<file path="src/rtl/mul_pkg.sv">
`timescale 1ns/1ps
package mul_pkg;

    // Controller states
    typedef enum logic [1:0] {
        ST_IDLE = 2'b00,
        ST_INIT = 2'b01,
        ST_RUN  = 2'b10,
        ST_WAIT = 2'b11
    } mul_state_t;

    // Mode select for the multiplier / low-product register
    typedef enum logic [1:0] {
        MODE_HOLD = 2'b00,
        MODE_SHR  = 2'b01,
        MODE_LOAD = 2'b11
    } lp_mode_t;

    // Control bundle from the controller to the data unit
    typedef struct packed {
        logic     clr;
        logic     ld_hp;
        logic     ld_mc;
        lp_mode_t mode;
        logic     selsum;
        logic     runc;
    } mul_ctl_t;

endpackage

</file>
<file path="src/rtl/mul_ripple_add.sv">
`timescale 1ns/1ps
module mul_ripple_add #(
    parameter int W = 8
) (
    input  logic [W-1:0] a,
    input  logic [W-1:0] b,
    output logic [W:0]   sum
);
    logic [W:0]   carry;
    logic [W-1:0] bits;

    assign carry[0] = 1'b0;

    // One full-adder cell per bit, chained through the carry
    for (genvar i = 0; i < W; i++) begin : g_cell
        assign bits[i]    = a[i] ^ b[i] ^ carry[i];
        assign carry[i+1] = (a[i] & b[i]) | (carry[i] & (a[i] ^ b[i]));
    end

    assign sum = {carry[W], bits};
endmodule

</file>
<file path="src/rtl/mul_iter_cnt.sv">
`timescale 1ns/1ps
module mul_iter_cnt #(
    parameter int STEPS = 8
) (
    input  logic clk,
    input  logic rst,
    input  logic clr,
    input  logic en,
    output logic last
);
    localparam int CW = $clog2(STEPS + 1);
    localparam logic [CW-1:0] LAST_VAL = CW'(STEPS - 1);

    logic [CW-1:0] cnt_q;

    always_ff @(posedge clk) begin
        if (rst || clr) begin
            cnt_q <= '0;
        end else if (en) begin
            cnt_q <= cnt_q + 1'b1;
        end
    end

    assign last = en && (cnt_q == LAST_VAL);

    AST_CNT_RANGE: assert property (@(posedge clk) disable iff (rst)
        cnt_q <= LAST_VAL || (cnt_q == CW'(STEPS) && !en));

    AST_CNT_CLEARED: assert property (@(posedge clk) disable iff (rst)
        clr |=> cnt_q == '0);
endmodule

</file>
<file path="src/rtl/mul_ctrl.sv">
`timescale 1ns/1ps
module mul_ctrl
    import mul_pkg::*;
(
    input  logic       clk,
    input  logic       rst,
    input  logic       start,
    input  logic       last,
    input  logic       lp_lsb,
    output mul_ctl_t   ctl,
    output mul_state_t state
);
    mul_state_t state_q, state_d;

    // State register
    always_ff @(posedge clk) begin
        if (rst) begin
            state_q <= ST_IDLE;
        end else begin
            state_q <= state_d;
        end
    end

    // Next-state logic
    always_comb begin
        state_d = state_q;
        unique case (state_q)
            ST_IDLE: if (start) state_d = ST_INIT;
            ST_INIT: state_d = ST_RUN;
            ST_RUN:  if (last) state_d = ST_WAIT;
            ST_WAIT: if (!start) state_d = ST_IDLE;
            default: state_d = ST_IDLE;
        endcase
    end

    // Output logic
    always_comb begin
        ctl        = '0;
        ctl.mode   = MODE_HOLD;
        unique case (state_q)
            ST_IDLE: ;
            ST_INIT: begin
                ctl.clr   = 1'b1;
                ctl.ld_hp = 1'b1;
                ctl.ld_mc = 1'b1;
                ctl.mode  = MODE_LOAD;
            end
            ST_RUN: begin
                ctl.runc   = 1'b1;
                ctl.ld_hp  = 1'b1;
                ctl.mode   = MODE_SHR;
                ctl.selsum = lp_lsb;
            end
            ST_WAIT: ;
            default: ;
        endcase
    end

    assign state = state_q;

    AST_IDLE_TO_INIT: assert property (@(posedge clk) disable iff (rst)
        (state_q == ST_IDLE && start) |=> state_q == ST_INIT);

    AST_IDLE_STAY: assert property (@(posedge clk) disable iff (rst)
        (state_q == ST_IDLE && !start) |=> state_q == ST_IDLE);

    AST_INIT_TO_RUN: assert property (@(posedge clk) disable iff (rst)
        state_q == ST_INIT |=> state_q == ST_RUN);

    AST_RUN_EXIT: assert property (@(posedge clk) disable iff (rst)
        (state_q == ST_RUN && last) |=> state_q == ST_WAIT);

    AST_WAIT_EXIT: assert property (@(posedge clk) disable iff (rst)
        (state_q == ST_WAIT && !start) |=> state_q == ST_IDLE);
endmodule

</file>
<file path="src/rtl/mul_datapath.sv">
`timescale 1ns/1ps
module mul_datapath
    import mul_pkg::*;
#(
    parameter int W = 8
) (
    input  logic         clk,
    input  logic         rst,
    input  mul_ctl_t     ctl,
    input  logic [W-1:0] mpy_in,
    input  logic [W-1:0] mcand_in,
    output logic [W-1:0] hp,
    output logic [W-1:0] lp
);
    logic [W-1:0] mc_q, hp_q, lp_q;
    logic [W:0]   sum;
    logic [W:0]   fsel;

    mul_ripple_add #(.W(W)) u_add (
        .a   (hp_q),
        .b   (mc_q),
        .sum (sum)
    );

    // Sum multiplexer with clear gate
    always_comb begin
        if (ctl.clr) begin
            fsel = '0;
        end else if (ctl.selsum) begin
            fsel = sum;
        end else begin
            fsel = {1'b0, hp_q};
        end
    end

    // Multiplicand register
    always_ff @(posedge clk) begin
        if (rst) begin
            mc_q <= '0;
        end else if (ctl.ld_mc) begin
            mc_q <= mcand_in;
        end
    end

    // High-product register takes the upper bits of the sum path
    always_ff @(posedge clk) begin
        if (rst) begin
            hp_q <= '0;
        end else if (ctl.ld_hp) begin
            hp_q <= fsel[W:1];
        end
    end

    // Multiplier / low-product register
    always_ff @(posedge clk) begin
        if (rst) begin
            lp_q <= '0;
        end else begin
            unique case (ctl.mode)
                MODE_LOAD: lp_q <= mpy_in;
                MODE_SHR:  lp_q <= {fsel[0], lp_q[W-1:1]};
                default:   lp_q <= lp_q;
            endcase
        end
    end

    assign hp = hp_q;
    assign lp = lp_q;

    AST_INIT_LOADS: assert property (@(posedge clk) disable iff (rst)
        (ctl.clr && ctl.ld_hp && ctl.ld_mc && ctl.mode == MODE_LOAD)
        |=> (hp_q == '0 && lp_q == $past(mpy_in) && mc_q == $past(mcand_in)));

    AST_HOLD_STABLE: assert property (@(posedge clk) disable iff (rst)
        (ctl.mode == MODE_HOLD && !ctl.ld_hp && !ctl.ld_mc)
        |=> ($stable(hp_q) && $stable(lp_q) && $stable(mc_q)));

    AST_SHIFT_MOVES: assert property (@(posedge clk) disable iff (rst)
        ctl.mode == MODE_SHR |=> lp_q[W-2:0] == $past(lp_q[W-1:1]));

    AST_RUN_MC_STABLE: assert property (@(posedge clk) disable iff (rst)
        ctl.runc |=> $stable(mc_q));
endmodule

</file>
<file path="src/rtl/shift_add_mult.sv">
`timescale 1ns/1ps
module shift_add_mult
    import mul_pkg::*;
#(
    parameter int W = 8
) (
    input  logic         clk,
    input  logic         rst,
    input  logic         start,
    input  logic [W-1:0] mpy_in,
    input  logic [W-1:0] mcand_in,
    output logic [W-1:0] prod_hi,
    output logic [W-1:0] prod_lo,
    output logic         done,
    output logic         idle
);
    mul_ctl_t   ctl;
    mul_state_t state;
    logic       last;
    logic [W-1:0] hp, lp;

    mul_ctrl u_ctrl (
        .clk    (clk),
        .rst    (rst),
        .start  (start),
        .last   (last),
        .lp_lsb (lp[0]),
        .ctl    (ctl),
        .state  (state)
    );

    mul_iter_cnt #(.STEPS(W)) u_cnt (
        .clk  (clk),
        .rst  (rst),
        .clr  (ctl.clr),
        .en   (ctl.runc),
        .last (last)
    );

    mul_datapath #(.W(W)) u_dp (
        .clk      (clk),
        .rst      (rst),
        .ctl      (ctl),
        .mpy_in   (mpy_in),
        .mcand_in (mcand_in),
        .hp       (hp),
        .lp       (lp)
    );

    assign prod_hi = hp;
    assign prod_lo = lp;
    assign done    = (state == ST_WAIT);
    assign idle    = (state == ST_IDLE);

    AST_ONE_STATUS: assert property (@(posedge clk) disable iff (rst)
        !(done && idle));

    AST_DONE_HOLD: assert property (@(posedge clk) disable iff (rst)
        (done && start) |=> (done && $stable(prod_hi) && $stable(prod_lo)));

    AST_IDLE_KEEPS: assert property (@(posedge clk) disable iff (rst)
        (idle && !start) |=> ($stable(prod_hi) && $stable(prod_lo)));
endmodule

</file>
<file path="config.mk">
export PLATFORM = sky130hd
export DESIGN_NAME = shift_add_mult
export DESIGN_NICKNAME = d
export VERILOG_FILES = /design/src/rtl/mul_pkg.sv /design/src/rtl/mul_ripple_add.sv /design/src/rtl/mul_iter_cnt.sv /design/src/rtl/mul_ctrl.sv /design/src/rtl/mul_datapath.sv /design/src/rtl/shift_add_mult.sv
export SDC_FILE = /design/constraint.sdc
export NUM_CORES = 1
export LEC_CHECK = 0
export BUFFER_PORTS_ARGS = -buffer_cell sky130_fd_sc_hd__buf_4
export CAP_MARGIN = 20
export CORE_MARGIN = 5
export CORE_UTILIZATION = 49
export CTS_CLUSTER_DIAMETER = 80
export CTS_CLUSTER_SIZE = 10
export DETAILED_ROUTE_END_ITERATION = 10
export MAX_ROUTING_LAYER = met4
export PLACE_DENSITY = 0.78
export SLEW_MARGIN = 25
export SYNTH_ARGS = -nofsm -noshare
export SYNTH_HDL_FRONTEND = slang
export SYNTH_SLANG_ARGS = --single-unit
</file>
<file path="constraint.sdc">
create_clock -name clk -period 10.3 [get_ports clk]
set_input_delay 2.06 -clock clk [delete_from_list [all_inputs] [get_ports clk]]
set_output_delay 2.06 -clock clk [all_outputs]
set_load 0.02 [all_outputs]
</file>
Word-level counts from Yosys, hierarchy flattened
Cells that the tools add are included.
Widths: inputs -> output; s select.
{ "totals": {"latchBits": 0, "ramBits": 0, "mem_bits_ro": 0, "ff_bits": 30, "input_bits": 19, "mem_count": 0, "word_cells": 69, "output_inout_bits": 18} }
{ "op_classes": {"muxes": 11, "reduce_logical": 6, "addsub": 1, "shifts": 0, "n_lt_le_gt_ge": 0, "n_bitwise": 37, "eq_ne": 9, "div": 0, "multipliers": 0} }
{ "ops": {"columns": ["op", "count"], "rows": [
  ["$mux 9", 2],
  ["$pmux 8 s2", 1],
  ["$and 1x1->1", 15],
  ["$xor 1x1->1", 15],
  ["$mux 2", 4],
  ["$pmux 2 s4", 1],
  ["$or 1x1->1", 7],
  ["$eq 2x2->1 const B", 3],
  ["$ne 2x2->1 const B", 3],
  ["$add 4x1->4 const B", 1],
  ["$eq 2x1->1 const B", 2],
  ["$eq 4x3->1 const B", 1],
  ["$pmux 2 s2", 1],
  ["$reduce_and 3->1", 1],
  ["$logic_not 2->1", 1],
  ["$mux 1", 2],
  ["$reduce_bool 2->1", 1],
  ["$reduce_or 2->1", 1],
  ["$logic_and 1x1->1", 1],
  ["$logic_or 1x1->1", 1]
]} }

Logic depth before layout (Yosys ltp)
{ "logic_depth": {"ltp_word": 18, "mapped_depth": 13, "depth_no_buf": 13} }

Hierarchy
A second synthesis with hierarchy kept.
{ "unflattened": {"hier_cells": 162, "hier_area_um2": 1629.1} }
{ "by_module_without_submodules": {"columns": ["mod", "area_each_um2", "seq_area_each_um2", "n_inst", "cells_each"], "rows": [
  ["mul_datapath", 1004.7, 480.5, 1, 100],
  ["mul_ctrl", 214.0, 40.0, 1, 24],
  ["mul_iter_cnt", 210.2, 80.1, 1, 18],
  ["mul_ripple_add", 190.2, 0.0, 1, 18],
  ["shift_add_mult", 10.0, 0.0, 1, 2]
]} }

Worst setup path before layout
OpenSTA, ideal clock, no wires.
{ "synth_timing": {"path_type": "flip-flop to flip-flop", "from": "register u_dp.hp_q[0] (netlist: u_dp.hp[0])", "to": "register u_dp.hp_q[6] (netlist: u_dp.hp[6])", "arrival_time_ns": 3.552, "synth_period_minus_slack_ns": 3.685, "path_slack_ns": 6.615, "stages_incl_launch_ff": 14, "setup_ns": 0.132, "n_path_buf": 0, "t_required_ns": 10.168, "path_cell_list": "dfxtp_1 ha_1 fa_1 fa_1 fa_1 fa_1 fa_1 inv_1 fa_1 inv_1 fa_1 and3_2 o21ai_0 a21oi_1"} }
{ "synth_between": {"elab_chain_cells": 16} }
{ "synth_rtl": {"columns": ["item", "line", "text"], "rows": [
  ["start, declared", "mul_datapath.sv:15", "logic [W-1:0] mc_q, hp_q, lp_q;"],
  ["start signal, assigned", "mul_datapath.sv:50", "hp_q <= fsel[W:1];"],
  ["$and 1x1->1 (2 in a row)", "mul_ripple_add.sv:17", "assign carry[i+1] = (a[i] & b[i]) | (carry[i] & (a[i] ^ b[i]));"],
  ["$or 1x1->1", "mul_ripple_add.sv:17", null],
  ["$and 1x1->1", "mul_ripple_add.sv:17", null],
  ["$or 1x1->1", "mul_ripple_add.sv:17", null],
  ["$and 1x1->1", "mul_ripple_add.sv:17", null],
  ["$or 1x1->1", "mul_ripple_add.sv:17", null],
  ["$and 1x1->1", "mul_ripple_add.sv:17", null],
  ["$or 1x1->1", "mul_ripple_add.sv:17", null],
  ["$and 1x1->1", "mul_ripple_add.sv:17", null],
  ["$or 1x1->1", "mul_ripple_add.sv:17", null],
  ["$and 1x1->1", "mul_ripple_add.sv:17", null],
  ["$or 1x1->1", "mul_ripple_add.sv:17", null],
  ["$xor 1x1->1", "mul_ripple_add.sv:16", "assign bits[i] = a[i] ^ b[i] ^ carry[i];"],
  ["$mux 9", "mul_datapath.sv:29", "end else if (ctl.selsum) begin"],
  ["$mux 9", "mul_datapath.sv:27", "if (ctl.clr) begin"]
]} }
Every way passes these cells.
A chain may end at the register's enable or synchronous reset.

Final worst setup path
Same ends and word-level chain as after synthesis.

==> out/qor.txt <==
Final period util -> 36.55%
Nets -> 224
Register area share after synthesis -> 36.98%
Hold Startpoint -> u_dp.hp[0]
R2R setup slack -> 6540 ps
Gpl congestion -> 0.7687
CTS Sinks -> 30
Antenna Cells -> 0
Hold WC Path Type -> reg -> reg
Tot Pwr -> 443.2 uW
CTS Buf Count -> 5
Layout cell share with drive strength beyond 1 -> 27.98%
Fmax achieved -> 265.7 MHz
DPL Wire Length -> 2365 um
Grt ovf -> 0
EDFF count, synth -> 0
Most common cell after layout, fill and taps aside -> buf_4
Post-route ant nets -> 0
Mux share of post-synthesis cell area -> 11.40%
Worst flop-to-flop path startpoint -> u_dp.hp[0]
CORE AREA -> 0.003284 mm^2
Max-slew violations -> 0
CP Max Fanout -> 4
Final Hold Vio Count -> 0
Die height -> 67.57 um
Compound-Gate Fraction of Synth Area -> 13.56%
Largest net degree at the start of global routing -> 32
Outcome -> finished clean
Slew headroom -> 50.52%
Width of the chip -> 67.57 um
Max H-tree Level -> 2
Vias per cell -> 5.042
Hold depth -> 2
Vias -> 1205
Net Count, Synth -> 193
Critical path data arrival time -> 3990 ps
Cts repair resizes -> 0
P_leak -> 0.8129 nW
Row count -> 21
Worst Tran Pin Value -> 742.2 ps
Yosys warning count -> 0
Hold path endpoint -> u_dp.hp[0]
FF-to-FF path depth -> 13
Xor/xnor cell area share of the yosys netlist -> 1.618%
Combinational family with the most area after synthesis -> simple AND/OR/NAND/NOR gates
DRT iter0 DRCs -> 80
Drt pass-1 iters -> 4
Count of final setup violators -> 0
Mapped Cells -> 161
Routed WL per cell -> 13.87 um
Initial antenna violation count -> 0
Routed WL -> 3314 um
Prevailing post-synth register cell -> dfxtp_1
First-pass GRT wire length -> 5437 um
Syn_area_per_cell -> 10.09 um^2
Pwr per Cell Area -> 231.2 mW/mm^2
Setup CP Type -> reg -> reg
Post-synth design cell area -> 0.001624 mm^2
Min Tclk post-route -> 3764 ps
CP Capture Type -> flip-flop
Synth top area cells -> dfxtp_1, mux2i_1, fa_1, ha_1, nand2b_1
Synth unique cells -> 32
Num ports -> 37
DRC -> 0
Clk slew on worst S/H paths -> 100 ps
Hold_ws -> 509.2 ps
R2R Path End -> u_dp.hp[6]
Clk_skew -> 11.48 ps
Synth area leader -> dfxtp_1
CTS tree -> built
Fill cells -> 292
# Max-Cap Violations -> 0
Clock buffer depth -> 2
Commonest cells after routing, fill and taps aside -> buf_4, dfxtp_1, mux2i_1, nor2_1, nand2b_1
Root Driver -> clkbuf_4
Area grow syn2layout -> 18.03%
PortBufs -> 36
Vias in the first global route -> 1214
Ys async rst share -> 0%
Worst-Skew Late Latency -> 340 ps
Hold_buf cts -> 0
Simple logic cell fraction of the synthesized area -> 15.79%
RSZ-0062 raised after global routing -> false
Die ar. -> 0.004566 mm^2
CP startpoint kind -> flip-flop
Fin Setup TNS -> 0 ps
Synth top area share -> 36.98%
Gr usage total -> 16.57%
Setup bufs post-CTS -> 0
Peak supply drop -> 0.09992 mV
Starting density of the core -> 49.45%
Synth Area in Adders -> 13.25%
Yosys reg bits -> 30
WP data required -> 10530 ps
[metal layers]
layer / global-route usage, % / up-vias / share of wire (%)
met4: 9.114 / 0 / 2.3
met2: 24.54 / 25 / 48
met5: - / - / 0
met1: 20.62 / 557 / 46
met3: 3.993 / 8 / 3.9
li1: - / 615 / -
[stage by stage]
stage	util, %	cell area (um^2)	cells	setup WS [ps]
6_report	58.36	1917	239	6536
4_1_cts	58.29	1914	239	6493
5_1_grt	58.36	1917	239	6333
3_3_place_gp	56.46	1854	231	6634
2_1_floorplan	-	1624	161	6615
3_5_place_dp	56.46	1854	231	6501
[cell usage after synthesis, types with 2 or more instances]
cell,instances
clkbuf_1,2
nor2_1,17
inv_1,6
o21ai_0,6
nand3_1,2
a21boi_0,6
fa_1,7
ha_1,6
a21oi_1,8
a211oi_1,8
mux2i_1,17
buf_4,5
xor2_1,2
buf_6,3
dfxtp_1,30
and3_2,6
nand2b_1,11
nand4_1,2
nor3_1,4
[power breakdown]
| part | switching (mW) | total (mW) | internal (mW) |
|---|---|---|---|
| clock network | 0.0411 | 0.0741 | 0.0330 |
| logic | 0.115 | 0.206 | 0.0909 |
| registers | 0.0232 | 0.163 | 0.140 |
[flip-flops by register name (all words and copies together) (netlist names)]
register	count
u_ctrl.state	2
u_dp.hp	8
u_dp.lp	8
u_dp.mc_q	8
u_cnt.cnt_q	4
[cell families (layout without fill, tap and decap cells)]
group           Yosys count  count (layout)
compound gates           32              32
xor+xnor                  3               3
fa+ha+maj                13              13
buf+inv                  18              50
flops                    30              30
mux                      18              18
simple gates             47              47
[worst max-delay path: stages (launching register included)]
cell	delay, ps
dfxtp_1	350
ha_1	210
fa_1	380
fa_1	390
fa_1	390
fa_1	380
fa_1	380
inv_1	80
fa_1	160
inv_1	50
fa_1	420
and3_2	210
o21ai_0	160
a21oi_1	80
[area by class of cell]
cell class	instances	area, um^2	share of cell area, %
Clock buffer	7	55.05	2.872
Clock inverter	1	5.005	0.2611
Inverter	6	22.52	1.175
Multi-Input combinational cell	113	905.9	47.26
Sequential cell	30	600.6	31.33
Tap cell	46	57.56	3.003
Timing Repair Buffer	36	270.3	14.10
[how the worst max path moves through the flow]
stage                       endpoint  cells after the start        from
after floorplan           u_dp.hp[6]                     13  u_dp.hp[0]
after global placement    u_dp.hp[6]                     13  u_dp.hp[0]
after detailed placement  u_dp.hp[6]                     13  u_dp.hp[0]
after CTS                 u_dp.hp[6]                     13  u_dp.hp[0]
after global routing      u_dp.hp[6]                     13  u_dp.hp[0]
final                     u_dp.hp[6]                     13  u_dp.hp[0]
No activity file was read; power rests on OpenSTA's default activity.
